<file path="src/rtl/icc_pkg.sv">
package icc_pkg;

    localparam int unsigned RST_BIT    = 0;
    localparam int unsigned EN_BIT     = 1;
    localparam int unsigned ATTN_BIT   = 2;
    localparam int unsigned NOW_BIT    = 3;
    localparam int unsigned MSI_LSB    = 4;
    localparam int unsigned SIZE_LSB   = 7;
    localparam int unsigned RXIDLE_BIT = 9;
    localparam int unsigned TXIDLE_BIT = 10;
    localparam int unsigned DESCQ_BIT  = 11;
    localparam int unsigned NOWQ_BIT   = 12;
    localparam int unsigned LIVE_W     = 13;
    localparam int unsigned NUM_DIR    = 2;

    typedef struct packed {
        logic       now_quiet;
        logic       desc_quiet;
        logic       tx_idle_ticks;
        logic       rx_idle_ticks;
        logic [1:0] size;
        logic [2:0] msi_lo;
        logic       attn_en;
        logic       enable;
    } mode_t;

    typedef struct packed {
        logic req;
        logic quiet;
    } force_t;

    typedef enum logic {
        ST_IDLE = 1'b0,
        ST_REQ  = 1'b1
    } upd_state_e;

    typedef enum logic [1:0] {
        SB_FULL  = 2'b00,
        SB_64B   = 2'b01,
        SB_32B   = 2'b10,
        SB_UNDEF = 2'b11
    } sb_size_e;

    function automatic logic [1:0] wire_size(input logic [1:0] code);
        return (code == SB_UNDEF) ? SB_FULL : code;
    endfunction

    function automatic logic [31:0] encode_mode(input mode_t m, input logic busy);
        logic [31:0] r;
        r = '0;
        r[EN_BIT]             = m.enable | busy;
        r[ATTN_BIT]           = m.attn_en;
        r[MSI_LSB +: 3]       = m.msi_lo;
        r[SIZE_LSB +: 2]      = m.size;
        r[RXIDLE_BIT]         = m.rx_idle_ticks;
        r[TXIDLE_BIT]         = m.tx_idle_ticks;
        r[DESCQ_BIT]          = m.desc_quiet;
        r[NOWQ_BIT]           = m.now_quiet;
        return r;
    endfunction

endpackage

</file>
<file path="src/rtl/icc_mode_reg.sv">
module icc_mode_reg
    import icc_pkg::*;
(
    input  logic        clk,
    input  logic        rst,
    input  logic        wr_en,
    input  logic [31:0] wr_data,
    input  logic        busy,
    output mode_t       mode,
    output logic [31:0] rd_data,
    output logic        soft_rst,
    output force_t      force_now
);

    logic rsvd_seen;

    assign rsvd_seen = |wr_data[31:LIVE_W];

    always_ff @(posedge clk) begin
        if (rst) begin
            mode <= '0;
        end else if (wr_en) begin
            mode.enable        <= wr_data[EN_BIT];
            mode.attn_en       <= wr_data[ATTN_BIT];
            mode.msi_lo        <= wr_data[MSI_LSB +: 3];
            mode.size          <= wr_data[SIZE_LSB +: 2];
            mode.rx_idle_ticks <= wr_data[RXIDLE_BIT];
            mode.tx_idle_ticks <= wr_data[TXIDLE_BIT];
            mode.desc_quiet    <= wr_data[DESCQ_BIT];
            mode.now_quiet     <= wr_data[NOWQ_BIT];
        end
    end

    assign soft_rst        = wr_en & wr_data[RST_BIT];
    assign force_now.req   = wr_en & wr_data[NOW_BIT] & ~wr_data[RST_BIT];
    assign force_now.quiet = wr_data[NOWQ_BIT];
    assign rd_data         = encode_mode(mode, busy);

    // reserved write bits never become visible
    assert_rsvd_ignored_R2: assert property (@(posedge clk) disable iff (rst)
        (wr_en && rsvd_seen) |=> (rd_data[31:LIVE_W] == '0));

endmodule

</file>
<file path="src/rtl/icc_dir_counter.sv">
module icc_dir_counter #(
    parameter int unsigned CNT_W  = 8,
    parameter int unsigned TICK_W = 16
) (
    input  logic              clk,
    input  logic              rst,
    input  logic              clr,
    input  logic              run,
    input  logic              evt,
    input  logic              idle_ticks,
    input  logic [CNT_W-1:0]  cnt_thr,
    input  logic [TICK_W-1:0] tick_thr,
    output logic              hit
);

    localparam logic [CNT_W-1:0]  CNT_MAX  = {CNT_W{1'b1}};
    localparam logic [TICK_W-1:0] TICK_MAX = {TICK_W{1'b1}};

    logic [CNT_W-1:0]  cnt;
    logic [TICK_W-1:0] tick;
    logic              seen;
    logic              tick_live;
    logic              cnt_hit;
    logic              tick_hit;

    assign tick_live = ~idle_ticks | seen;

    always_ff @(posedge clk) begin
        if (rst) begin
            cnt  <= '0;
            tick <= '0;
            seen <= 1'b0;
        end else if (clr) begin
            cnt  <= (run && evt) ? CNT_W'(1) : '0;
            seen <= run & evt;
            tick <= '0;
        end else if (run) begin
            if (evt && cnt != CNT_MAX) begin
                cnt <= cnt + CNT_W'(1);
            end
            if (evt) begin
                seen <= 1'b1;
            end
            if (tick_live && tick != TICK_MAX) begin
                tick <= tick + TICK_W'(1);
            end
        end
    end

    assign cnt_hit  = (cnt_thr != '0) && (cnt >= cnt_thr);
    assign tick_hit = (tick_thr != '0) && (tick >= tick_thr);
    assign hit      = run & (cnt_hit | tick_hit);

    // a clear leaves at most the event of that same cycle
    assert_clear_count_R13: assert property (@(posedge clk) disable iff (rst)
        clr |=> (cnt <= CNT_W'(1)));

    // nothing advances while disabled
    assert_frozen_R11: assert property (@(posedge clk) disable iff (rst || clr)
        !run |=> ($stable(cnt) && $stable(tick)));

    // an idle timer stays at zero until an event arrives
    assert_tick_idle_R4: assert property (@(posedge clk) disable iff (rst || clr)
        (idle_ticks && !seen && !evt) |=> (tick == '0 || !idle_ticks));

endmodule

</file>
<file path="src/rtl/icc_update_fsm.sv">
module icc_update_fsm
    import icc_pkg::*;
(
    input  logic   clk,
    input  logic   rst,
    input  logic   en,
    input  logic   trig,
    input  force_t force_in,
    input  logic   upd_ready,
    output logic   upd_valid,
    output logic   start,
    output logic   busy,
    output logic   irq
);

    upd_state_e state;
    logic       pend;
    logic       pend_quiet;
    logic       want_irq;
    logic       pend_n;
    logic       quiet_n;

    always_comb begin
        pend_n  = pend;
        quiet_n = pend_quiet;
        if (!en) begin
            pend_n  = 1'b0;
            quiet_n = 1'b1;
        end else if (force_in.req) begin
            quiet_n = pend ? (pend_quiet & force_in.quiet) : force_in.quiet;
            pend_n  = 1'b1;
        end
    end

    assign start     = (state == ST_IDLE) && en && (trig || pend_n);
    assign upd_valid = (state == ST_REQ);
    assign busy      = (state == ST_REQ);

    always_ff @(posedge clk) begin
        if (rst) begin
            state      <= ST_IDLE;
            pend       <= 1'b0;
            pend_quiet <= 1'b1;
            want_irq   <= 1'b0;
            irq        <= 1'b0;
        end else begin
            irq <= 1'b0;
            unique case (state)
                ST_IDLE: begin
                    if (start) begin
                        state      <= ST_REQ;
                        want_irq   <= trig | (pend_n & ~quiet_n);
                        pend       <= 1'b0;
                        pend_quiet <= 1'b1;
                    end else begin
                        pend       <= pend_n;
                        pend_quiet <= quiet_n;
                    end
                end
                ST_REQ: begin
                    pend       <= pend_n;
                    pend_quiet <= quiet_n;
                    if (upd_ready) begin
                        state <= ST_IDLE;
                        irq   <= want_irq;
                    end
                end
                default: state <= ST_IDLE;
            endcase
        end
    end

    assert_valid_hold_R5: assert property (@(posedge clk) disable iff (rst)
        (upd_valid && !upd_ready) |=> upd_valid);

    assert_irq_after_ack_R6: assert property (@(posedge clk) disable iff (rst)
        irq |-> $past(upd_valid && upd_ready));

    assert_irq_single_R6: assert property (@(posedge clk) disable iff (rst)
        irq |=> !irq);

    assert_halt_stays_R11: assert property (@(posedge clk) disable iff (rst)
        (!en && !busy) |=> !busy);

endmodule

</file>
<file path="src/rtl/intr_coalesce_ctrl.sv">
module intr_coalesce_ctrl
    import icc_pkg::*;
#(
    parameter int unsigned CNT_W    = 8,
    parameter int unsigned TICK_W   = 16,
    parameter logic [15:0] MSI_BASE = 16'h4000
) (
    input  logic              clk,
    input  logic              rst,
    input  logic              cfg_wr_en,
    input  logic [31:0]       cfg_wr_data,
    output logic [31:0]       cfg_rd_data,
    input  logic              tx_evt,
    input  logic              rx_evt,
    input  logic              evt_force,
    input  logic [CNT_W-1:0]  tx_cnt_thr,
    input  logic [CNT_W-1:0]  rx_cnt_thr,
    input  logic [TICK_W-1:0] tx_tick_thr,
    input  logic [TICK_W-1:0] rx_tick_thr,
    input  logic              err_in,
    output logic              attn_out,
    output logic              upd_valid,
    input  logic              upd_ready,
    output logic [1:0]        upd_size,
    output logic              irq,
    output logic [15:0]       irq_data
);

    mode_t  mode;
    force_t force_now;
    force_t force_all;
    logic   soft_rst;
    logic   srst;
    logic   busy;
    logic   start;
    logic   desc_force;
    logic   attn_q;
    logic [1:0] size_q;
    logic [NUM_DIR-1:0] hit;
    logic [NUM_DIR-1:0] evt_v;
    logic [NUM_DIR-1:0] idle_v;
    logic [NUM_DIR-1:0][CNT_W-1:0]  cthr_v;
    logic [NUM_DIR-1:0][TICK_W-1:0] tthr_v;

    icc_mode_reg u_mode (
        .clk      (clk),
        .rst      (rst),
        .wr_en    (cfg_wr_en),
        .wr_data  (cfg_wr_data),
        .busy     (busy),
        .mode     (mode),
        .rd_data  (cfg_rd_data),
        .soft_rst (soft_rst),
        .force_now(force_now)
    );

    assign srst       = rst | soft_rst;
    assign desc_force = evt_force & (tx_evt | rx_evt) & mode.desc_quiet;
    assign force_all.req   = force_now.req | desc_force;
    assign force_all.quiet = force_now.req ? force_now.quiet : 1'b1;

    assign evt_v  = {rx_evt, tx_evt};
    assign idle_v = {mode.rx_idle_ticks, mode.tx_idle_ticks};
    assign cthr_v = {rx_cnt_thr, tx_cnt_thr};
    assign tthr_v = {rx_tick_thr, tx_tick_thr};

    for (genvar d = 0; d < NUM_DIR; d++) begin : g_dir
        icc_dir_counter #(
            .CNT_W (CNT_W),
            .TICK_W(TICK_W)
        ) u_cnt (
            .clk       (clk),
            .rst       (srst),
            .clr       (start),
            .run       (mode.enable),
            .evt       (evt_v[d]),
            .idle_ticks(idle_v[d]),
            .cnt_thr   (cthr_v[d]),
            .tick_thr  (tthr_v[d]),
            .hit       (hit[d])
        );
    end

    icc_update_fsm u_fsm (
        .clk      (clk),
        .rst      (srst),
        .en       (mode.enable),
        .trig     (|hit),
        .force_in (force_all),
        .upd_ready(upd_ready),
        .upd_valid(upd_valid),
        .start    (start),
        .busy     (busy),
        .irq      (irq)
    );

    always_ff @(posedge clk) begin
        if (srst) begin
            size_q <= SB_FULL;
        end else if (start) begin
            size_q <= wire_size(mode.size);
        end
    end

    always_ff @(posedge clk) begin
        if (rst) begin
            attn_q <= 1'b0;
        end else begin
            attn_q <= err_in & mode.attn_en;
        end
    end

    assign upd_size = size_q;
    assign attn_out = attn_q;
    assign irq_data = {MSI_BASE[15:3], mode.msi_lo};

    assert_size_code_R5: assert property (@(posedge clk) disable iff (srst)
        upd_valid |-> (upd_size != SB_UNDEF));

    assert_size_stable_R5: assert property (@(posedge clk) disable iff (srst)
        (upd_valid && !upd_ready) |=> $stable(upd_size));

    assert_attn_cause_R12: assert property (@(posedge clk) disable iff (rst)
        attn_out |-> $past(err_in));

endmodule

</file>
<file path="config.mk">
export PLATFORM = sky130hd
export DESIGN_NAME = intr_coalesce_ctrl
export DESIGN_NICKNAME = d
export VERILOG_FILES = /design/src/rtl/icc_pkg.sv /design/src/rtl/icc_mode_reg.sv /design/src/rtl/icc_dir_counter.sv /design/src/rtl/icc_update_fsm.sv /design/src/rtl/intr_coalesce_ctrl.sv
export SDC_FILE = /design/constraint.sdc
export NUM_CORES = 1
export LEC_CHECK = 0
export ABC_AREA = 0
export CAP_MARGIN = 15
export CORE_MARGIN = 2
export CORE_UTILIZATION = 65
export CTS_CLUSTER_DIAMETER = 50
export DETAILED_ROUTE_END_ITERATION = 10
export DONT_BUFFER_PORTS = 1
export GPL_TIMING_DRIVEN = 0
export PLACE_DENSITY = 0.9
export REMOVE_ABC_BUFFERS = 1
export SETUP_SLACK_MARGIN = 0.3
export SLEW_MARGIN = 5
export SYNTH_ARGS = -nofsm -noshare
export SYNTH_HDL_FRONTEND = slang
export SYNTH_HIERARCHICAL = 1
export SYNTH_SLANG_ARGS = --single-unit
</file>
<file path="constraint.sdc">
create_clock -name clk -period 3.7 [get_ports clk]
set_input_delay 0.555 -clock clk [delete_from_list [all_inputs] [get_ports clk]]
set_output_delay 0.555 -clock clk [all_outputs]
set_load 0.02 [all_outputs]
</file>
== After elaboration in Yosys (flattened, before gate mapping) ==
Index checks and enable logic that the tools add are counted.

* Flip-flop bits (word level): 69
* Input port bits: 88
* Output and inout port bits: 53

* Add/sub/neg operators: 4
* $lt $le $gt $ge: 4
* Equal/unequal tests: 5
* Muxes and demuxes: 28
* Bitwise logic cells: 27
* Reductions and logical operators: 32

{| class="wikitable"
|+ Operators with widths
! kind !! number
|-
| $mux W8 || 6
|-
| $add A16 B1 Y16 const B || 2
|-
| $ge A16 B16 Y1 || 2
|-
| $ne A16 B16 Y1 const B || 2
|-
| $reduce_bool A16 Y1 || 2
|-
| $mux W1 || 18
|-
| $add A8 B1 Y8 const B || 2
|-
| $ge A8 B8 Y1 || 2
|-
| $ne A8 B8 Y1 const B || 2
|-
| $reduce_bool A8 Y1 || 2
|-
| $reduce_and A2 Y1 || 7
|-
| $and A1 B1 Y1 || 12
|-
| $logic_and A1 B1 Y1 || 12
|-
| $reduce_bool A2 Y1 || 5
|-
| $or A1 B1 Y1 || 9
|-
| $not A1 Y1 || 6
|-
| $pmux W1 S2 || 3
|-
| $reduce_or A2 Y1 || 2
|-
| $reduce_or A3 Y1 || 1
|-
| $eq A2 B2 Y1 const B || 1
|-
| $mux W2 || 1
|-
| $logic_or A1 B1 Y1 || 1
|}

== Longest topological paths before layout ==
* Depth after elaboration: 10
* Depth in mapped cells: 14
* Gate-level depth less buffers: 14

== Hierarchy ==
Netlist, hierarchy kept.

{| class="wikitable"
|+ By module, submodules not included
! module !! instances !! cells an instance !! area each (sq um) !! sequential area each (sq um)
|-
| icc_dir_counter (g_dir[1].u_cnt) || 1 || 226 || 1,909.3 || 500.5
|-
| icc_dir_counter (g_dir[0].u_cnt) || 1 || 231 || 1,900.6 || 500.5
|-
| icc_mode_reg || 1 || 72 || 663.1 || 220.2
|-
| intr_coalesce_ctrl || 1 || 31 || 252.7 || 60.1
|-
| icc_update_fsm || 1 || 23 || 222.7 || 100.1
|}

== Least setup slack after synthesis ==
OpenSTA, ideal clock, no wires.

* Kind: input to register
* Start point: input rx_tick_thr[10]
* End point: register g_dir[1].u_cnt.cnt[1]
* Setup time: 0.065 ns
* Data arrival time: 3.091 ns
* Required time: 3.635 ns
* Setup slack: 0.544 ns
* Stages on the path: 14
* Buffers on the path: 2
* Cell sequence: inv_1 ha_1 a21oi_1 nand2_1 a221oi_1 o211ai_1 a32o_1 or2_2 o311ai_4 inv_2 or2_2 buf_1 clkbuf_1 nor2_1

* Word-level cells in the longest chain between the ends: 9

{| class="wikitable"
|+ Ends and longest elaborated chain
! element !! line !! RTL
|-
| from (decl) || intr_coalesce_ctrl.sv:19 || <nowiki>input logic [TICK_W-1:0] rx_tick_thr,</nowiki>
|-
| $ge A16 B16 Y1 or $reduce_bool A16 Y1 (tied branches) || icc_dir_counter.sv:51 || <nowiki>assign tick_hit = (tick_thr != '0) && (tick >= tick_thr);</nowiki>
|-
| $logic_and A1 B1 Y1 (*) || icc_dir_counter.sv:51 ||
|-
| $or A1 B1 Y1 (*) || icc_dir_counter.sv:52 || <nowiki>assign hit = run & (cnt_hit | tick_hit);</nowiki>
|-
| $and A1 B1 Y1 (*) || icc_dir_counter.sv:52 ||
|-
| named net hit[1] || intr_coalesce_ctrl.sv:39 || <nowiki>logic [NUM_DIR-1:0] hit;</nowiki>
|-
| $reduce_or A2 Y1 (*) || intr_coalesce_ctrl.sv:88 || <nowiki>.trig (|hit),</nowiki>
|-
| $logic_or A1 B1 Y1 (*) || icc_update_fsm.sv:35 || <nowiki>assign start = (state == ST_IDLE) && en && (trig || pend_n);</nowiki>
|-
| $logic_and A1 B1 Y1 (*) || icc_update_fsm.sv:35 ||
|-
| named net start || intr_coalesce_ctrl.sv:35 || <nowiki>logic start;</nowiki>
|-
| $reduce_bool A2 Y1 (no source line) || - ||
|-
| $reduce_and A2 Y1 (no source line) || - ||
|-
| to (signal assigned) || icc_dir_counter.sv:34 || <nowiki>cnt <= (run && evt) ? CNT_W'(1) : '0;</nowiki>
|-
| to (signal assigned) || icc_dir_counter.sv:39 || <nowiki>cnt <= cnt + CNT_W'(1);</nowiki>
|-
| to (decl) || icc_dir_counter.sv:19 || <nowiki>logic [CNT_W-1:0] cnt;</nowiki>
|}

Mark *: on every way through the listed nets, which the timed path passes. The rest lies on a longest branch.
A chain may end at the register's enable or synchronous reset.

== Final worst setup path ==
* Start point: register g_dir[0].u_cnt.tick[13]
* End point: register g_dir[0].u_cnt.tick[14]

* Word-level cells in the longest chain between the ends: 8

{| class="wikitable"
|+ Ends and longest elaborated chain
! element !! line !! RTL
|-
| from (decl) || icc_dir_counter.sv:20 || <nowiki>logic [TICK_W-1:0] tick;</nowiki>
|-
| from (signal assigned) || icc_dir_counter.sv:45 || <nowiki>tick <= tick + TICK_W'(1);</nowiki>
|-
| $ge A16 B16 Y1 || icc_dir_counter.sv:51 ||
|-
| $logic_and A1 B1 Y1 || icc_dir_counter.sv:51 ||
|-
| $or A1 B1 Y1 || icc_dir_counter.sv:52 ||
|-
| $and A1 B1 Y1 || icc_dir_counter.sv:52 ||
|-
| named net hit[0] || intr_coalesce_ctrl.sv:39 ||
|-
| $reduce_or A2 Y1 || intr_coalesce_ctrl.sv:88 ||
|-
| $logic_or A1 B1 Y1 || icc_update_fsm.sv:35 ||
|-
| $logic_and A1 B1 Y1 || icc_update_fsm.sv:35 ||
|-
| named net start || intr_coalesce_ctrl.sv:35 ||
|-
| $reduce_or A2 Y1 (no source line) || - ||
|}

The timed path passes the listed nets, and every way through them passes these cells.

==> impl_metrics.tcl <==
set metrics [dict create \
    path_max_fanout 16 \
    cts_setup_buffers 0 \
    htreeDepth 3 \
    placement_rows 31 \
    cts_inserted_buffers 9 \
    maximum_number_of_pins_on_one_net_before_global_route_repair 27 \
    grt_first_pass_wirelength_microns 17100 \
    multiInputGateArea_sq_um 3030 \
    finalCriticalPeriod_ns 3.24 \
    timing.slew.headroom 0.321 \
    worst_slew_pin_slew_ns 1.02 \
    numClockSinks 69 \
    track_usage 0.252 \
    criticalPathCategory "register to register" \
    crit_path_top_delay_cell "sky130_fd_sc_hd__or4_1" \
    antenna_violations_before_repair 0 \
    routedWlPerCell_microns 15.5 \
    gr-total-overflow 0 \
    worst_setup_path_end_kind "register" \
    hold_viol 0 \
    cts_hold_repair.buffers 0 \
    number_of_global_route_vias_before_repair 3885 \
    critical_path_buffers_and_inverters 1 \
    syn_area_sq_um 4950 \
    final_critical_path_setup_slack_ns 0.458 \
    fillers 580 \
    crit_chain "ha_1 > nand4_1 > or4_1 > a221o_1 > o211ai_1 > a32o_1 > or2_2 > o311ai_4 > inv_4 > or2_4 > nor2_1 > a41o_1" \
    yosys-top-cells-area "sky130_fd_sc_hd__dfxtp_1 (28%), sky130_fd_sc_hd__ha_1 (13%), sky130_fd_sc_hd__buf_4 (7.0%)" \
    portBuffers 0 \
    iter_0_drt_violations 237 \
    die_w_microns 91.3 \
    finish.utilization 0.679 \
    max_capacitance_violation_count 0 \
    final_antenna_net_count 0 \
    remaining_drc_errors 0 \
    synth_common_cells "sky130_fd_sc_hd__dfxtp_1 (69), sky130_fd_sc_hd__inv_1 (64), sky130_fd_sc_hd__nor2_1 (59)" \
    synth.avg_cell_area_sq_um 8.49 \
    total_of_warnings_raised_by_yosys 6 \
    maxSlewViolCount 0 \
    most_frequent_cell_after_synthesis "sky130_fd_sc_hd__dfxtp_1" \
    insertion_delay_ns 0.34 \
    route.vias.total 4008 \
    synth_edf_count 0 \
    floorplan.core_area_sq_um 7330 \
    leak_pwr_uw 0.00215 \
    synth_cell_type_count 65 \
    max_freq_mhz 308 \
    syn2layout_area_growth_pct 0.581 \
    synthArstFlopShare 0 \
    setup_viol 0 \
    preCtsSetupSlack_ns -0.507 \
    crit_path_max_incr_delay_ns 0.56 \
    drt-vias-per-instance 5.97 \
    synth_seq_area_share 0.279 \
    timing.critical_path.from_type "register" \
    die_area_sq_um 8330 \
    gp_routability_congestion 0.921 \
    layout-drive-gt1-share 0.0839 \
    global_route.usage.met3 0.0423 \
    clkTransAtPathRegs_ns 0.07 \
    crit_arrival_ns 3.48 \
    final_net_count 708 \
    power.density_nw_per_um2 309 \
    gr-usage-met2 0.440 \
    height_of_the_die_microns 91.3 \
    clock_path_buffers 2 \
    start_util 0.675 \
    cp_data_required_time_ns 3.94 \
    clock_tree_from_tritoncts "yes" \
    finalClockSkew_ns 0.0138 \
    setup_repair_after_global_routing_missed_its_margin "false" \
    synth_cells 583 \
    ys.flop_type "sky130_fd_sc_hd__dfxtp_1" \
    top_usage_layer "met2" \
    synth.ff_latch_count 69 \
    top_cell_type_by_total_area_after_synthesis "sky130_fd_sc_hd__dfxtp_1" \
    synthDominantCellAreaShare 0.279 \
    dp.final_hpwl_microns 7920 \
    hold_path.class "primary input to register" \
    detailedRoute.firstPassIterationCount 5 \
    gr_util_met1 0.302 \
    cpLargestDelayFamily "simple AND/OR/NAND/NOR gates" \
    io-pin-count 141 \
    status "finished clean" \
    min_period_over_period 0.876 \
    antenna_cells 0 \
    ff_latch_area_sq_um 1380 \
    clockRootBuffer "sky130_fd_sc_hd__clkbuf_8" \
    ir_drop_mv 0.291 \
    route.final.wire_length_microns 10400 \
]
-- state kept, by name, indices dropped and copies added (netlist names) --
signal / count
u_fsm/irq: 1
attn_out: 1
u_fsm/busy: 1
upd_size: 2
g_dir.u_cnt/tick: 32
g_dir.u_cnt/seen: 2
g_dir.u_cnt/cnt: 16
u_fsm/pend_quiet: 1
u_fsm/pend: 1
u_fsm/want_irq: 1
u_mode/mode: 11
-- worst register-to-register path, delay by kind of cell (launching register included) --
family / cells / cell delay, ns
and+or+nand+nor: 5 / 1.16
AOI/OAI and AO/OA: 5 / 1.01
DFF: 1 / 0.39
adders and majority gates: 1 / 0.34
buffers and inverters: 1 / 0.23
-- repair_timing --
action / CTS / global route
gates resized for setup: 4 / 1
endpoints found under the hold margin: 0 / 0
pin swaps: 0 / 2
setup endpoints to repair: 23 / 3
gates cloned: 0 / 2
-- logic make-up (layout without fill, tap and decap cells) --
family	count (synthesis)	in the layout	synth area share
buf+inv	124	80	0.135
xor+xnor	32	32	0.0566
fa+ha+maj	52	52	0.131
other cells	3	34	0.00228
mux	14	14	0.0283
simple gates	200	202	0.234
flops	69	69	0.279
compound gates	89	89	0.133
-- report_power, final --
| part | switching, uW | leakage, uW | total (uW) | internal (uW) |
|---|---|---|---|---|
| registers | 25.9 | 0.000558 | 779 | 753 |
| clock network | 273 | 0.0000968 | 619 | 346 |
| logic | 94.2 | 0.00149 | 139 | 45.0 |
-- placed cells by master, fill, tap and decap left out, types with 15 or more instances in the layout --
cell type                 synthesis  final
sky130_fd_sc_hd__xnor2_1         27     27
sky130_fd_sc_hd__dfxtp_1         69     69
sky130_fd_sc_hd__nor2_1          59     59
sky130_fd_sc_hd__nand3_1         18     18
sky130_fd_sc_hd__a21oi_1         22     22
sky130_fd_sc_hd__nor4_1          15     15
sky130_fd_sc_hd__nand2_1         24     24
sky130_fd_sc_hd__inv_1           64     64
sky130_fd_sc_hd__conb_1           3     34
sky130_fd_sc_hd__ha_1            52     52
-- stage by stage --
stage | std cells | setup TNS (ns) | power (uW) | instance area [sq um] | hold WS, ns
6_report | 671 | 0 | 1540 | 4980 | 0.279
5_1_grt | 671 | 0 | 1590 | 4980 | 0.267
4_1_cts | 669 | 0 | 1540 | 4960 | 0.268
3_5_place_dp | 654 | -7.29 | 929 | 4760 | 0.448
3_3_place_gp | 654 | -5.60 | 920 | 4760 | 0.423
2_1_floorplan | 555 | 0 | 903 | 4640 | 0.414
-- final timing paths --
check | end | slack, ns | start | depth (start not counted)
hold reg to reg | u_fsm/irq | 0.47 | u_fsm/want_irq | 2
setup / recovery | g_dir[0].u_cnt/tick[14] | 0.46 | g_dir[0].u_cnt/tick[13] | 12
hold / removal | u_mode/mode[3] | 0.28 | rst | 1
setup reg to reg | g_dir[0].u_cnt/tick[14] | 0.46 | g_dir[0].u_cnt/tick[13] | 12
-- layer usage --
layer  routed length [microns]  up-vias
met1                      4450     1886
met3                       658       21
met5                         0        -
met4                       265        0
li1                          -     1948
met2                      5030      153
-- area by class of cell --
type                    instances  share of cell area
clock buffers                  14              0.0327
clock inverters                 1             0.00603
inverters                      65              0.0495
multi-input cells             423               0.609
flip-flops and latches         69               0.278
well taps                      99              0.0249
No activity file was read; power rests on OpenSTA's default activity.
